==> config.mk <==
export PLATFORM = sky130hd
export DESIGN_NAME = pstr_cmp_engine
export DESIGN_NICKNAME = d
export VERILOG_FILES = /design/src/rtl/pstr_pkg.sv /design/src/rtl/pstr_len_unit.sv /design/src/rtl/pstr_cmp_core.sv /design/src/rtl/pstr_result_fmt.sv /design/src/rtl/pstr_cmp_engine.sv
export SDC_FILE = /design/constraint.sdc
export NUM_CORES = 1
export LEC_CHECK = 0
export ABC_AREA = 1
export BUFFER_PORTS_ARGS = -buffer_cell sky130_fd_sc_hd__buf_2
export CORE_AREA = 3 3 188 190
export CTS_CLUSTER_DIAMETER = 30
export DETAILED_ROUTE_END_ITERATION = 8
export DIE_AREA = 0 0 191 193
export GPL_TIMING_DRIVEN = 0
export SLEW_MARGIN = 20
export SYNTH_ARGS = -nofsm -noshare
export SYNTH_HDL_FRONTEND = slang
export SYNTH_SLANG_ARGS = --single-unit
==> constraint.sdc <==
create_clock -name clk -period 2.8 [get_ports clk]
set_clock_uncertainty 0.2 [all_clocks]
set_input_delay 0.56 -clock clk [delete_from_list [all_inputs] [get_ports clk]]
set_output_delay 0.56 -clock clk [all_outputs]
set_load 0.1 [all_outputs]
==> src/rtl/pstr_pkg.sv <==
package pstr_pkg;
    localparam int PSTR_W  = 128;
    localparam int PSTR_LW = 32;
    localparam int PSTR_IW = 32;

    typedef enum logic {
        ST_IDLE = 1'b0,
        ST_DONE = 1'b1
    } pstr_state_e;
endpackage

==> src/rtl/pstr_len_unit.sv <==
module pstr_len_unit #(
    parameter int W  = pstr_pkg::PSTR_W,
    parameter int LW = pstr_pkg::PSTR_LW
) (
    input  logic [W-1:0]    str,
    input  logic [LW-1:0]   len,
    input  logic            implicit_len,
    input  logic            word_mode,
    output logic [W/8-1:0]  valid,
    output logic            ends_early
);
    localparam int NB = W / 8;
    localparam int CW = $clog2(NB + 1);

    logic [NB-1:0] nul;
    logic [LW-1:0] mag;
    logic [CW-1:0] cnt, sat_len, nul_len, eff_len;

    for (genvar i = 0; i < NB; i++) begin : g_nul
        if (i < NB / 2) begin : g_lo
            assign nul[i] = word_mode ? (str[16*i +: 16] == 16'h0) : (str[8*i +: 8] == 8'h0);
        end else begin : g_hi
            assign nul[i] = ~word_mode & (str[8*i +: 8] == 8'h0);
        end
    end

    always_comb begin
        cnt     = word_mode ? CW'(NB / 2) : CW'(NB);
        mag     = len[LW-1] ? (~len + 1'b1) : len;
        sat_len = (mag >= LW'(cnt)) ? cnt : mag[CW-1:0];
        nul_len = cnt;
        for (int i = NB - 1; i >= 0; i--) begin
            if (nul[i] && (CW'(i) < cnt)) nul_len = CW'(i);
        end
        eff_len    = implicit_len ? nul_len : sat_len;
        ends_early = eff_len < cnt;
        for (int i = 0; i < NB; i++) begin
            valid[i] = CW'(i) < eff_len;
        end
    end
endmodule

==> src/rtl/pstr_cmp_core.sv <==
module pstr_cmp_core #(
    parameter int W = pstr_pkg::PSTR_W
) (
    input  logic [W-1:0]    str_a,
    input  logic [W-1:0]    str_b,
    input  logic [W/8-1:0]  valid_a,
    input  logic [W/8-1:0]  valid_b,
    input  logic            word_mode,
    input  logic            signed_mode,
    output logic [W/8-1:0]  res
);
    localparam int NB = W / 8;

    logic [NB-1:0] eq;

    for (genvar i = 0; i < NB; i++) begin : g_eq
        logic [8:0] ea_b, eb_b;
        assign ea_b = {signed_mode & str_a[8*i+7], str_a[8*i +: 8]};
        assign eb_b = {signed_mode & str_b[8*i+7], str_b[8*i +: 8]};
        if (i < NB / 2) begin : g_lo
            logic [16:0] ea_w, eb_w;
            assign ea_w  = {signed_mode & str_a[16*i+15], str_a[16*i +: 16]};
            assign eb_w  = {signed_mode & str_b[16*i+15], str_b[16*i +: 16]};
            assign eq[i] = word_mode ? (ea_w == eb_w) : (ea_b == eb_b);
        end else begin : g_hi
            assign eq[i] = ~word_mode & (ea_b == eb_b);
        end
        assign res[i] = ((valid_a[i] & valid_b[i] & eq[i]) | (~valid_a[i] & ~valid_b[i]))
                        & ~(word_mode & (i >= NB / 2));
    end
endmodule

==> src/rtl/pstr_result_fmt.sv <==
module pstr_result_fmt #(
    parameter int W  = pstr_pkg::PSTR_W,
    parameter int IW = pstr_pkg::PSTR_IW
) (
    input  logic [W/8-1:0]  res,
    input  logic            word_mode,
    input  logic            mask_format,
    output logic [IW-1:0]   idx,
    output logic [W-1:0]    mask,
    output logic            any_hit
);
    localparam int NB = W / 8;
    localparam int CW = $clog2(NB + 1);

    logic [W-1:0]  byte_mask, word_mask;
    logic [CW-1:0] first;

    for (genvar i = 0; i < NB; i++) begin : g_bm
        assign byte_mask[8*i +: 8] = {8{res[i]}};
    end
    for (genvar j = 0; j < NB / 2; j++) begin : g_wm
        assign word_mask[16*j +: 16] = {16{res[j]}};
    end

    always_comb begin
        first = word_mode ? CW'(NB / 2) : CW'(NB);
        for (int i = NB - 1; i >= 0; i--) begin
            if (res[i]) first = CW'(i);
        end
        any_hit = |res;
        idx     = mask_format ? '0 : IW'(first);
        mask    = mask_format ? (word_mode ? word_mask : byte_mask) : '0;
    end
endmodule

==> src/rtl/pstr_cmp_engine.sv <==
module pstr_cmp_engine
    import pstr_pkg::*;
#(
    parameter int W  = PSTR_W,
    parameter int LW = PSTR_LW,
    parameter int IW = PSTR_IW
) (
    input  logic          clk,
    input  logic          rst_n,
    input  logic          in_valid,
    input  logic [W-1:0]  str_a,
    input  logic [W-1:0]  str_b,
    input  logic [LW-1:0] len_a,
    input  logic [LW-1:0] len_b,
    input  logic          len_implicit,
    input  logic          word_mode,
    input  logic          signed_mode,
    input  logic          mask_format,
    output logic          out_valid,
    output logic [IW-1:0] idx_out,
    output logic [W-1:0]  mask_out,
    output logic          flag_any,
    output logic          flag_a_end,
    output logic          flag_b_end,
    output logic          flag_bit0
);
    localparam int NB = W / 8;

    pstr_state_e   state_q, state_d;
    logic [NB-1:0] va, vb, res;
    logic          a_end, b_end, any_hit;
    logic [IW-1:0] idx_c;
    logic [W-1:0]  mask_c;

    pstr_len_unit #(.W(W), .LW(LW)) u_len_a (
        .str(str_a), .len(len_a), .implicit_len(len_implicit),
        .word_mode(word_mode), .valid(va), .ends_early(a_end));

    pstr_len_unit #(.W(W), .LW(LW)) u_len_b (
        .str(str_b), .len(len_b), .implicit_len(len_implicit),
        .word_mode(word_mode), .valid(vb), .ends_early(b_end));

    pstr_cmp_core #(.W(W)) u_core (
        .str_a(str_a), .str_b(str_b), .valid_a(va), .valid_b(vb),
        .word_mode(word_mode), .signed_mode(signed_mode), .res(res));

    pstr_result_fmt #(.W(W), .IW(IW)) u_fmt (
        .res(res), .word_mode(word_mode), .mask_format(mask_format),
        .idx(idx_c), .mask(mask_c), .any_hit(any_hit));

    always_comb begin
        unique case (state_q)
            ST_IDLE: state_d = in_valid ? ST_DONE : ST_IDLE;
            ST_DONE: state_d = in_valid ? ST_DONE : ST_IDLE;
            default: state_d = ST_IDLE;
        endcase
    end

    always_ff @(posedge clk or negedge rst_n) begin
        if (!rst_n) state_q <= ST_IDLE;
        else        state_q <= state_d;
    end

    always_ff @(posedge clk or negedge rst_n) begin
        if (!rst_n) begin
            idx_out    <= '0;
            mask_out   <= '0;
            flag_any   <= 1'b0;
            flag_a_end <= 1'b0;
            flag_b_end <= 1'b0;
            flag_bit0  <= 1'b0;
        end else if (in_valid) begin
            idx_out    <= idx_c;
            mask_out   <= mask_c;
            flag_any   <= any_hit;
            flag_a_end <= a_end;
            flag_b_end <= b_end;
            flag_bit0  <= res[0];
        end
    end

    assign out_valid = (state_q == ST_DONE);


    valid_follow_chk: assert property (@(posedge clk) disable iff (!rst_n)
        in_valid |=> out_valid);

    no_spurious_chk: assert property (@(posedge clk) disable iff (!rst_n)
        !in_valid |=> !out_valid);

    hold_chk: assert property (@(posedge clk) disable iff (!rst_n)
        !in_valid |=> ($stable(idx_out) && $stable(mask_out) && $stable(flag_any)));

    idx_range_chk: assert property (@(posedge clk) disable iff (!rst_n)
        idx_out <= IW'(NB));

    fmt_excl_chk: assert property (@(posedge clk) disable iff (!rst_n)
        (mask_out == '0) || (idx_out == '0));

    bit0_any_chk: assert property (@(posedge clk) disable iff (!rst_n)
        flag_bit0 |-> flag_any);

    mask_any_chk: assert property (@(posedge clk) disable iff (!rst_n)
        (in_valid && mask_format) |=> (flag_any == (mask_out != '0)));
endmodule

==> impl_metrics.py, run 1 <==
metrics = {
    "layout": {
        "layout_commonest_cell": "buf_2",
        "mostFrequentLayoutCells": "buf_2, nand2_1, nor2_1, buf_4, inv_1",
        "fin_cells": 2508,
        "syn2layout_area_growth_pct": 47.0,
        "diodes": 0,
        "nets": 2396,
        "drive_above_1_share_pct": 40.6,
    },
    "pwr": {
        "power.density_mw_per_mm2": 334,
        "p_leak_uw": 0.00676,
        "peakVddDrop_uv": 330,
    },
    "floorplanning": {
        "die_h_um": 193,
        "core_mm2": 0.0336,
        "die_x_um": 191,
        "io_pins": 492,
        "die_area_mm2": 0.0369,
        "placementRows": 67,
        "start_util_pct": 25.6,
    },
    "routing": {
        "drc": 0,
        "drtIter0Drc": 539,
        "num_vias": 11437,
        "highest_layer": "met4",
        "ant_nets": 0,
        "met1Wirelength_um": 15600,
        "wl_um": 37100,
        "first_pass_iters": 5,
        "wl_met3_um": 2020,
        "wl_met2_um": 19200,
        "post_drt_wl_per_cell_um": 14.8,
        "via_per_inst": 4.56,
    },
    "sta": {
        "slew_headroom_pct": 41.4,
        "setup_ws_ns": -1.52,
        "fin_crit_ns": 4.32,
        "hold_viol": 0,
        "hold_slack_ns": 0.0900,
        "finalSetupViolations": 25,
        "fmax_mhz": 232,
        "fin_setup_tns_ns": -31.36,
        "drv_slew": 0,
        "rsz0062_at_grt": "yes",
        "worst_pin_slew_ns": 0.871,
        "fin_crit_sh_pct": 154,
    },
    "logic_synthesis": {
        "yosysSeqAreaShare_pct": 7.56,
        "ys_async_sr_fraction_pct": 100,
        "synth_cells": 1515,
        "synth_edf_count": 0,
        "ys.warnings.count": 0,
        "synth.distinct_cells": 59,
        "synthFlopType": "dfrtp_1",
        "avgSynthCellArea_um2": 5.68,
        "syn_area_mm2": 0.00861,
        "ys_ff_latch": 26,
    },
    "global_routing": {
        "track_usage_pct": 18.5,
        "grt_pass1_wl_um": 55300,
        "grt_max_degree": 27,
        "grt_pass1_vias": 10606,
        "grt-ovfl-total": 0,
        "antenna_found_initial": 0,
    },
    "critical_path": {
        "cpMaxStageDelayCell": "nor4_4",
        "worstSetupEndpointType": "register",
        "cp_max_fo": 7,
        "startpoint_type": "primary input",
        "regToRegStartpoint": "mask_out[87]",
        "slowest_delay_ns": 0.31,
        "r2r-end": "mask_out[87]",
        "cp_common_cell": "nor2_4",
        "rrSetupSlack_ns": 1.74,
        "critPathKind": "in2reg",
        "cp.required_ns": 2.80,
        "cp.arrival_ns": 4.32,
        "worst_r2r_path_depth": 1,
    },
    "clock_network": {
        "cts_buffer_depth": 2,
        "cts_root_buffer": "clkbuf_16",
        "worstSkewPairLatency_ns": 0.26,
        "cts_buffers": 3,
        "clk_pin_slew_ns": 0.07,
        "cts_tree": "built",
        "cts_max_level": 1,
        "cts_sinks": 26,
    },
    "placed_design": {
        "dpl.hpwl_um": 32400,
        "place.gp.congestion": 0.968,
        "detailedPlace.worstSlack_ns": -1.95,
        "portBuffers": 462,
        "placedCellCount": 2451,
    },
    "run_status": {
        "violations": "setup timing",
        "status": "complete, but fails checks",
    },
    "min_path": {
        "hp-class": "in2async",
    },
    "run": {
        "cap_violations": 0,
    },
}
==> cells by family after synthesis <==
family | Yosys count | synth area share [%]
and+or+nand+nor | 912 | 48.6
buffers and inverters | 306 | 19.5
xor gates and xnor gates | 140 | 14.2
AOI/OAI and AO/OA | 122 | 8.84
DFF | 26 | 7.56
adders and majority gates | 8 | 1.16
other | 1 | 0.0436
==> what timing repair did <==
item	CTS	global route
buffers inserted	36	18
hold buffers	0	0
setup endpoints to repair	25	25
resized for setup	75	52
pin swaps	46	49
==> synthesized netlist by cell type, drive strengths merged (26+ instances only) <==
master  number  area share, %
nand4       50            3.6
xnor2       70            7.1
nand3      104            6.5
buf        153             13
xor2        70            7.1
nor4        37            2.9
nor2       258             13
nand2      411             19
dfrtp       26            7.6
o21ai       68            4.0
inv        140            6.1
==> flip-flops by register name, summed over array words and instances (netlist names) <==
name / count
flag_any: 1
flag_a_end: 1
idx_out: 5
flag_bit0: 1
mask_out: 16
out_valid: 1
flag_b_end: 1
==> per-stage QoR <==
stage                     total power (uW)  cell area, um^2  util, %
after floorplan                       2910             8800        -
after global placement                3590            11700     34.7
after detailed placement              3620            11700     34.7
after CTS                             4150            12300     36.7
after global routing                  4450            12700     37.7
final                                 4230            12700     37.7
==> final cells by class <==
class	instances	area, um^2
clock buffer	3	75.1
inverter	144	562
buffer	162	1180
fill	3679	21000
sequential	26	651
timing repair buffer	515	2760
multi-input combinational	1209	6840
clock inverter	1	30.0
tap	448	561
==> worst max-delay path, delay by kind of cell <==
family | cells | cell delay (ns)
AND/OR/NAND/NOR | 20 | 2.51
adder cells (fa/ha/maj) | 2 | 0.47
buffers and inverters | 4 | 0.30
XOR/XNOR | 1 | 0.15
AO/OA/AOI/OAI | 3 | 0.31
==> report_power, final <==
part,total [uW],switching [uW],internal (uW)
Combinational,3340,2410,927
Clock,417,132,285
Sequential,474,64.0,410
==> metal layers <==
layer  track usage, %  up-vias
met2             35.5      390
li1                 -     5824
met3             1.41       30
met4             2.62        0
met5                0        -
met1             22.9     5193
==> worst max-delay path by stage <==
| stage | slack (ns) | end | start | cells past startpoint |
|---|---|---|---|---|
| 3_3_place_gp | -1.95 | idx_out[0] | len_a[0] | 36 |
| 5_1_grt | -1.77 | idx_out[3] | len_a[0] | 32 |
| 4_1_cts | -1.34 | idx_out[3] | len_a[0] | 32 |
| 2_1_floorplan | -1.12 | flag_any | len_a[0] | 30 |
| 3_5_place_dp | -1.95 | idx_out[0] | len_a[0] | 36 |
| 6_report | -1.52 | idx_out[3] | len_a[0] | 30 |
Power figures use the tool's default switching activity.
==> inputs of run 2 (changes only) <==
Settings changed: CORE_AREA 3 3 188 190 to 3 3 192 194, DIE_AREA 0 0 191 193 to 0 0 195 197.
Clock period 2.8 ns to 4.4 ns, I/O delays scaled along.
==> run 2 against run 1 <==
The run still ends with setup timing left. Combinational power fell by 36%. Non-clock buffer count up 1. Utilization is 1.7 points lower. Cell area grew 0.59%. Routed wire length is 4.3% higher. Sequential power down 36%. Worst setup slack improved by 1.4 ns. Worst hold slack improved by 0.18 ns. Sequential cell count stayed put.
==> impl_metrics.py, run 2 (synthesis gave the netlist of run 1 again) <==
metrics = {
    "run_status": {
        "status": "complete, but fails checks",
        "violations": "setup timing",
    },
    "routing": {
        "ant_nets": 0,
        "drtIter0Drc": 645,
        "post_drt_wl_per_cell_um": 15.3,
        "first_pass_iters": 6,
        "num_vias": 11591,
        "wl_um": 38800,
        "drc": 0,
        "via_per_inst": 4.58,
    },
    "clock_network": {
        "cts_hold_buf": 0,
        "cts_buffer_depth": 2,
        "worstSkewPairLatency_ns": 0.26,
        "cts_buffers": 3,
        "cts_sinks": 26,
        "cts_max_level": 1,
        "cts_tree": "built",
        "cts_root_buffer": "clkbuf_16",
        "clk_pin_slew_ns": 0.06,
    },
    "sta": {
        "rsz0062_at_grt": "yes",
        "drv_slew": 0,
        "worst_pin_slew_ns": 0.975,
        "slew_headroom_pct": 34.4,
        "fin_crit_sh_pct": 103,
        "fin_crit_ns": 4.54,
        "finalSetupViolations": 6,
        "fmax_mhz": 220,
        "setup_ws_ns": -0.141,
        "hold_viol": 0,
        "hold_slack_ns": 0.271,
    },
    "global_routing": {
        "track_usage_pct": 18.4,
        "grt_pass1_vias": 10962,
        "grt_max_degree": 27,
        "grt_pass1_wl_um": 57600,
        "grt-ovfl-total": 0,
        "antenna_found_initial": 15,
    },
    "placed_design": {
        "place.gp.congestion": 0.967,
        "dpl.hpwl_um": 33900,
        "portBuffers": 462,
        "detailedPlace.worstSlack_ns": -0.846,
    },
    "layout": {
        "reg_top3": "mask_out: 16 flops, idx_out: 5 flops",
        "syn2layout_area_growth_pct": 47.9,
        "fill_cells": 3884,
        "layout_commonest_cell": "buf_2",
        "top_register": "mask_out",
        "nets": 2397,
        "drive_above_1_share_pct": 40.6,
        "largest_register_ff_count": 16,
        "mostFrequentLayoutCells": "buf_2, nand2_1, nor2_1, buf_4, inv_1",
    },
    "critical_path": {
        "worstSetupEndpointType": "register",
        "cpMaxStageDelayCell": "ha_1",
        "cp.arrival_ns": 4.49,
        "cp.required_ns": 4.35,
        "worst_r2r_path_depth": 1,
        "cp_max_fo": 5,
        "critPathKind": "in2reg",
        "cp_common_cell": "nand2_1",
        "slowest_delay_ns": 0.24,
        "startpoint_type": "primary input",
    },
    "pwr": {
        "peakVddDrop_uv": 215,
        "power.density_mw_per_mm2": 209,
        "p_leak_uw": 0.00676,
    },
    "floorplanning": {
        "core_mm2": 0.0354,
        "die_x_um": 195,
        "placementRows": 69,
        "die_area_mm2": 0.0384,
        "start_util_pct": 24.3,
        "io_pins": 492,
        "die_h_um": 197,
    },
    "run": {
        "cap_violations": 0,
    },
    "min_path": {
        "min_path_cells": 2,
        "hp-class": "reg2reg",
    },
}
-- run 2: path summary, 6_finish.rpt --
kind	from	endpoint	slack, ns
min in group asynchronous	rst_n	mask_out[111]	0.42
worst max-delay path	len_a[0]	idx_out[0]	-0.14
max in group asynchronous	rst_n	idx_out[3]	3.18
worst min register to register	idx_out[0]	idx_out[0]	0.27
worst max register to register	mask_out[87]	mask_out[87]	3.32
worst min-delay path	idx_out[0]	idx_out[0]	0.27
-- run 2: stage by stage --
stage                     util, %  instances  instance area, um^2  total power, uW  setup TNS (ns)
after floorplan                 -       1541                 8710             1840               0
after global placement       32.8       2464                11600             2290          -13.60
after detailed placement     32.8       2464                11600             2300          -14.79
after CTS                    34.4       2499                12200             2590          -0.222
after global routing         35.9       2528                12700             2800           -4.25
final                        36.0       2532                12700             2660          -0.674
-- run 2: critical path, delay by kind of cell --
kind                     cells  cell delay [ns]
AND/OR/NAND/NOR             31             2.32
AO/OA/AOI/OAI                2             0.38
adder cells (fa/ha/maj)      2             0.39
buffers and inverters        4             0.36
XOR/XNOR                     1             0.16
-- run 2: layer usage --
metal	track usage, %	wire (um)	up-vias
met5	0	79	-
met3	3.54	2880	56
li1	-	-	5829
met1	21.9	15500	5271
met4	3.70	704	14
met2	34.6	19600	421
-- run 2: area by class of cell --
cell class	instances	area [um^2]	share of cell area, %
tap	461	577	4.53
antenna	10	25.0	0.197
multi-input combinational	1209	6810	53.4
clock buffer	4	88.8	0.698
inverter	144	576	4.52
sequential	26	651	5.11
buffer	161	1160	9.13
timing repair buffer	517	2850	22.4
-- run 2: where the power goes --
group | total [uW] | internal, uW | leakage (uW) | switching (uW)
logic | 2130 | 592 | 0.00637 | 1540
registers | 304 | 261 | 0.000339 | 42.7
clock network | 225 | 139 | 0.0000442 | 85.5
-- run 2: what timing repair did --
item / in CTS / in global routing
setup buffers: 32 / 24
endpoints found under the setup margin: 23 / 21
pin swaps: 42 / 78
resized for setup: 64 / 104
gates cloned: 0 / 0
